### src/rtl/uart_rx_pkg.sv
package uart_rx_pkg;
  typedef struct packed {
    logic       brk;
    logic       fe;
    logic       pe;
    logic [7:0] data;
  } rx_entry_t;
endpackage

### src/rtl/rx_fifo_store.sv
module rx_fifo_store
  import uart_rx_pkg::*;
#(
  parameter int DEPTH = 64,
  localparam int AW = $clog2(DEPTH),
  localparam int CW = $clog2(DEPTH + 1)
) (
  input  logic            clk_i,
  input  logic            rst_ni,
  input  logic            wr_i,
  input  rx_entry_t       wr_entry_i,
  input  logic            rd_i,
  output rx_entry_t       head_o,
  output logic [CW-1:0]   count_o,
  output logic            full_o,
  output logic            empty_o
);
  rx_entry_t       mem_q [DEPTH];
  logic [AW-1:0]   wptr_q, rptr_q;
  logic [CW-1:0]   cnt_q;

  always_ff @(posedge clk_i) begin
    if (wr_i) mem_q[wptr_q] <= wr_entry_i;
  end

  always_ff @(posedge clk_i or negedge rst_ni) begin
    if (!rst_ni) begin
      wptr_q <= '0;
      rptr_q <= '0;
      cnt_q  <= '0;
    end else begin
      if (wr_i) wptr_q <= (wptr_q == AW'(DEPTH - 1)) ? '0 : wptr_q + 1'b1;
      if (rd_i) rptr_q <= (rptr_q == AW'(DEPTH - 1)) ? '0 : rptr_q + 1'b1;
      case ({wr_i, rd_i})
        2'b10:   cnt_q <= cnt_q + 1'b1;
        2'b01:   cnt_q <= cnt_q - 1'b1;
        default: cnt_q <= cnt_q;
      endcase
    end
  end

  assign head_o  = mem_q[rptr_q];
  assign count_o = cnt_q;
  assign full_o  = (cnt_q == CW'(DEPTH));
  assign empty_o = (cnt_q == '0);

  a_r7_no_write_into_full: assert property (@(posedge clk_i) disable iff (!rst_ni)
    full_o && wr_i |-> rd_i);
  a_r9_no_read_from_empty: assert property (@(posedge clk_i) disable iff (!rst_ni)
    empty_o |-> !rd_i);
  a_r2_count_up: assert property (@(posedge clk_i) disable iff (!rst_ni)
    wr_i && !rd_i |=> cnt_q == $past(cnt_q) + 1'b1);
endmodule

### src/rtl/rx_err_track.sv
module rx_err_track #(
  parameter int DEPTH = 64,
  localparam int CW = $clog2(DEPTH + 1)
) (
  input  logic          clk_i,
  input  logic          rst_ni,
  input  logic          push_flag_i,
  input  logic          pop_flag_i,
  input  logic [CW-1:0] fifo_count_i,
  output logic          any_err_o
);
  logic [CW-1:0] err_cnt_q;

  always_ff @(posedge clk_i or negedge rst_ni) begin
    if (!rst_ni) err_cnt_q <= '0;
    else case ({push_flag_i, pop_flag_i})
      2'b10:   err_cnt_q <= err_cnt_q + 1'b1;
      2'b01:   err_cnt_q <= err_cnt_q - 1'b1;
      default: err_cnt_q <= err_cnt_q;
    endcase
  end

  assign any_err_o = (err_cnt_q != '0);

  a_r6_err_within_count: assert property (@(posedge clk_i) disable iff (!rst_ni)
    err_cnt_q <= fifo_count_i);
  a_r6_push_pop_balance: assert property (@(posedge clk_i) disable iff (!rst_ni)
    push_flag_i && pop_flag_i |=> $stable(err_cnt_q));
endmodule

### src/rtl/rx_lsr_gen.sv
module rx_lsr_gen
  import uart_rx_pkg::*;
(
  input  logic      clk_i,
  input  logic      rst_ni,
  input  logic      ovr_set_i,
  input  logic      lsr_rd_i,
  input  logic      empty_i,
  input  rx_entry_t head_i,
  input  logic      any_err_i,
  input  logic      thr_empty_i,
  input  logic      tx_idle_i,
  output logic [7:0] lsr_o
);
  logic ovr_q;

  // set has priority over the read-clear
  always_ff @(posedge clk_i or negedge rst_ni) begin
    if (!rst_ni) ovr_q <= 1'b0;
    else         ovr_q <= ovr_set_i | (ovr_q & ~lsr_rd_i);
  end

  logic [2:0] head_flags;
  assign head_flags = empty_i ? 3'b000 : {head_i.brk, head_i.fe, head_i.pe};

  assign lsr_o = {any_err_i, tx_idle_i, thr_empty_i, head_flags, ovr_q, ~empty_i};

  a_r8_overrun_sticky: assert property (@(posedge clk_i) disable iff (!rst_ni)
    ovr_set_i |=> ovr_q);
  a_r8_overrun_clear: assert property (@(posedge clk_i) disable iff (!rst_ni)
    lsr_rd_i && !ovr_set_i |=> !ovr_q);
endmodule

### src/rtl/uart_rx_status_fifo.sv
module uart_rx_status_fifo
  import uart_rx_pkg::*;
#(
  parameter int DEPTH = 64,
  localparam int CW = $clog2(DEPTH + 1)
) (
  input  logic       clk_i,
  input  logic       rst_ni,
  input  logic       rx_valid_i,
  input  logic [7:0] rx_data_i,
  input  logic       rx_brk_i,
  input  logic       rx_fe_i,
  input  logic       rx_pe_i,
  input  logic       lsr_rd_i,
  input  logic       rhr_rd_i,
  input  logic       thr_empty_i,
  input  logic       tx_idle_i,
  output logic [7:0] rhr_data_o,
  output logic [7:0] lsr_o
);
  rx_entry_t     wr_entry, head;
  logic [CW-1:0] count;
  logic          full, empty, push, pop, ovr_set, any_err;

  assign pop     = rhr_rd_i & ~empty;
  assign push    = rx_valid_i & (~full | pop);
  assign ovr_set = rx_valid_i & full & ~pop;

  // break entries always carry a zero byte
  assign wr_entry.brk  = rx_brk_i;
  assign wr_entry.fe   = rx_fe_i;
  assign wr_entry.pe   = rx_pe_i;
  assign wr_entry.data = rx_brk_i ? 8'h00 : rx_data_i;

  rx_fifo_store #(.DEPTH(DEPTH)) u_store (
    .clk_i, .rst_ni,
    .wr_i(push), .wr_entry_i(wr_entry), .rd_i(pop),
    .head_o(head), .count_o(count), .full_o(full), .empty_o(empty)
  );

  rx_err_track #(.DEPTH(DEPTH)) u_err (
    .clk_i, .rst_ni,
    .push_flag_i(push & (rx_brk_i | rx_fe_i | rx_pe_i)),
    .pop_flag_i(pop & (head.brk | head.fe | head.pe)),
    .fifo_count_i(count),
    .any_err_o(any_err)
  );

  rx_lsr_gen u_lsr (
    .clk_i, .rst_ni,
    .ovr_set_i(ovr_set), .lsr_rd_i, .empty_i(empty), .head_i(head),
    .any_err_i(any_err), .thr_empty_i, .tx_idle_i, .lsr_o
  );

  assign rhr_data_o = empty ? 8'h00 : head.data;

  a_r4_status_read_no_pop: assert property (@(posedge clk_i) disable iff (!rst_ni)
    lsr_rd_i && !rhr_rd_i && !rx_valid_i |=> $stable(count));
  a_r5_break_zero: assert property (@(posedge clk_i) disable iff (!rst_ni)
    push && rx_brk_i |-> wr_entry.data == 8'h00);
endmodule

### config.mk
export PLATFORM = sky130hd
export DESIGN_NAME = uart_rx_status_fifo
export DESIGN_NICKNAME = d
export VERILOG_FILES = /design/src/rtl/uart_rx_pkg.sv /design/src/rtl/rx_fifo_store.sv /design/src/rtl/rx_err_track.sv /design/src/rtl/rx_lsr_gen.sv /design/src/rtl/uart_rx_status_fifo.sv
export SDC_FILE = /design/constraint.sdc
export NUM_CORES = 1
export LEC_CHECK = 0
export BUFFER_PORTS_ARGS = -buffer_cell sky130_fd_sc_hd__buf_2
export CORE_ASPECT_RATIO = 0.7
export CORE_MARGIN = 3
export CORE_UTILIZATION = 45
export DETAILED_ROUTE_END_ITERATION = 16
export PLACE_DENSITY = 0.68
export SYNTH_ARGS = -nofsm -noshare
export SYNTH_HDL_FRONTEND = slang
export SYNTH_SLANG_ARGS = --single-unit
### constraint.sdc
create_clock -name clk_i -period 6.5 [get_ports clk_i]
set_input_delay 1.625 -clock clk_i [delete_from_list [all_inputs] [get_ports clk_i]]
set_output_delay 1.625 -clock clk_i [all_outputs]
set_load 0.01 [all_outputs]
==> results.json <==
{
  "fin_skew_ns": 0.02435,
  "fill_cells": 4793,
  "cap_viol_max_count": 0,
  "totalWireLength_um": 68630,
  "yosys_warnings": 0,
  "clk_latency_ns": 0.61,
  "synthArstFlopShare_pct": 3.694,
  "leakage_uw": 0.01028,
  "fp.dieH_um": 217.5,
  "num_vias": 13970,
  "synth.avg_cell_area_um2": 21.88,
  "hpwl_um": 42180,
  "ys.flop_type": "edfxtp_1",
  "startpoint_type": "register",
  "die_w_um": 308.1,
  "layout.cells.non_filler": 2271,
  "cts_root_buf": "clkbuf_16",
  "synth_area_leaders": "edfxtp_1 (74%), mux4_2 (17%), dfrtp_1 (2.4%)",
  "synth_top_cell_by_area": "edfxtp_1",
  "place.gp.congestion": 0.8285,
  "worstPathMaxFanout": 40,
  "dp_cells": 2154,
  "synth_edf_count": 704,
  "regArea_um2": 21830,
  "slowest_stage": "dfrtp_4",
  "synth_common_cells": "edfxtp_1 (704), mux4_2 (215), nor2_1 (77)",
  "syn_to_final_growth_pct": 12.31,
  "end_kind": "output pin",
  "fin_nets": 1439,
  "multi_input_comb_area_um2": 6591,
  "irDropWorstVdd_v": 0.0002280,
  "grt_pass1_wl_um": 99500,
  "cts_tree": "done",
  "drc_errors": 0,
  "p_switching_uw": 4006,
  "pin_count": 34,
  "grt-ovfl-total": 0,
  "timing.fmax_mhz": 171.9,
  "worstPathArrival_ns": 4.19,
  "grt_pass1_vias": 13710,
  "setup_viol": 0,
  "n_antenna_cell": 0,
  "synth_cell_types": 46,
  "slew_violations": 0,
  "finish.utilization_pct": 51.76,
  "p_seq_share_pct": 43.6,
  "ant_nets": 0,
  "post_cts_buffers": 0,
  "core_area_um2": 62380,
  "htree_levels": 3,
  "grt_setup_unrepaired": "false",
  "hold_violations": 0,
  "comb_power_share_pct": 27.5,
  "crit_chain": "buf_4 > mux4_2 > mux4_2 > mux4_2 > nor2b_1 > buf_2",
  "cp_common_cell": "mux4_2",
  "gr-usage-all-layers_pct": 20.94,
  "synth_top_cell_area_share_pct": 73.54,
  "synth_fp_nets": 1348,
  "clock-sinks": 731,
  "drt-pass1-iter-count": 7,
  "antenna_found_initial": 6,
  "tightest_slew_ns": 1.352,
  "power_density_nw_per_um2": 408.8,
  "relSlewSlack_pct": 9.505,
  "fin_crit_ns": 5.818,
  "final_layout_size_suffix_gt1_share_pct": 29.34,
  "switching_share_pct": 30.35,
  "outcome": "finished clean",
  "clkTransAtPathRegs_ns": 0.07,
  "finalCritPeriodShare_pct": 89.51,
  "grt_start_max_net_pins": 65,
  "drt-initial-drc-count": 2022,
  "worstSetupPathType": "register to output pin",
  "via_per_inst": 6.151,
  "setup_tns_ns": 0,
  "slowest_delay_ns": 0.99,
  "required_ns": 4.88,
  "die_area_um2": 67000,
  "numCtsBuffers": 68,
  "internal_power_uw": 9193,
  "row_count": 76,
  "hp-class": "register to register",
  "io_buffers": 29,
  "cts-hold-fix-buffers": 0,
  "clk_path_buf_depth": 3,
  "p_clk_share_pct": 28.9,
  "syn_inst": 1314,
  "ys_seq_area_share_pct": 75.89,
  "ys_ff_latch": 731,
  "synth_area_um2": 28750,
  "routedWlPerCell_um": 30.22,
  "start_util_pct": 46.08,
  "cts_resized": 0,
  "yosys.cell_count.top_type": "edfxtp_1"
}
## power groups by stage
stage	combinational, µW	sequential (µW)	clock (µW)
after floorplan	2540	5540	0
after global placement	3580	5840	0
after detailed placement	3620	5850	0
after CTS	3630	5750	3880
after global routing	3830	5780	4070
final	3630	5750	3810
## final cells by class
type	count	area share, %
clock buffers	89	5.844
clock inverters	28	0.6356
inverters	14	0.1628
multi-input cells	493	20.42
flip-flops and latches	731	67.61
well taps	819	3.174
repair buffers	97	2.155
## per-layer routing
layer	GRT usage, %	share of wire (%)
met5	0	0
met4	4.676	1.9
met3	6.748	12
met2	29.45	44
met1	32.13	42
## logic make-up after synthesis
logic type / share of synthesized area (%)
AO/OA/AOI/OAI: 1.476
XOR/XNOR: 0.5180
adder cells (fa/ha/maj): 0.7487
buffers and inverters: 1.436
flip-flops: 75.89
multiplexers: 17.24
AND/OR/NAND/NOR: 2.686
## sequential cells by signal, indices dropped and copies added (netlist names)
register and count:
u_err.err_cnt_q 7, u_store.wptr_q 6, u_store.count_o 7, u_store.mem_q 704, u_store.rptr_q 6, u_lsr.ovr_q 1
## path summary, 6_finish.rpt
check / start / to / slack, ns / cells past startpoint
max in group asynchronous: rst_ni / u_store.rptr_q[0] / 4.98 / 1
setup reg to reg: u_store.rptr_q[0] / u_err.err_cnt_q[6] / 1.25 / 16
min in group asynchronous: rst_ni / u_err.err_cnt_q[4] / 1.04 / 1
setup / recovery: u_store.rptr_q[0] / rhr_data_o[0] / 0.68 / 6
hold / removal: u_err.err_cnt_q[6] / u_err.err_cnt_q[6] / 0.48 / 1
hold reg to reg: u_err.err_cnt_q[6] / u_err.err_cnt_q[6] / 0.48 / 1
## placed cells by master (no fill, tap or decap), types with 3 or more instances in the layout
cell / synthesis / routed
mux4_2: 215 / 215
o21ai_0: 4 / 4
clkbuf_16: 0 / 73
o21ai_1: 12 / 12
xnor2_1: 10 / 10
bufinv_16: 0 / 3
xor2_1: 7 / 7
clkbuf_1: 32 / 16
mux2_2: 3 / 3
nand3_1: 8 / 8
a21oi_1: 15 / 15
inv_2: 3 / 3
inv_1: 11 / 11
mux2i_1: 8 / 8
nand4b_1: 3 / 3
clkinv_1: 0 / 12
buf_12: 0 / 3
nor2_1: 77 / 72
nand2_1: 35 / 35
ha_1: 14 / 14
clkinv_2: 0 / 11
buf_2: 18 / 28
nor2b_1: 22 / 13
nor4_1: 3 / 3
buf_4: 12 / 66
a22oi_1: 15 / 15
o31ai_1: 4 / 4
nor2_2: 0 / 5
dfrtp_1: 27 / 23
a31oi_1: 3 / 3
a21o_1: 4 / 4
nand3b_1: 4 / 4
edfxtp_1: 704 / 704
a211oi_1: 3 / 3
dfrtp_4: 0 / 3
nor2b_4: 0 / 8
## through the flow
stage                     cell area (µm²)  total power [µW]  setup slack, ns  hold slack, ns
final                               32280             13200           0.6820          0.4760
after global routing                32280             13670           0.4702          0.4995
after CTS                           32280             13250           0.6300          0.4751
after detailed placement            30190              9462            1.282          0.4675
after global placement              30190              9416            1.304          0.4748
after floorplan                     28750              8080            2.264          0.4426
## worst max-delay path, delay by kind of cell (launching register included)
family                 cells  cell delay [ns]
AND/OR/NAND/NOR            1             0.21
buffers and inverters      2             0.65
multiplexers               3             1.70
flip-flops                 1             0.99
Note: power is estimated with default switching activity, not from simulation.
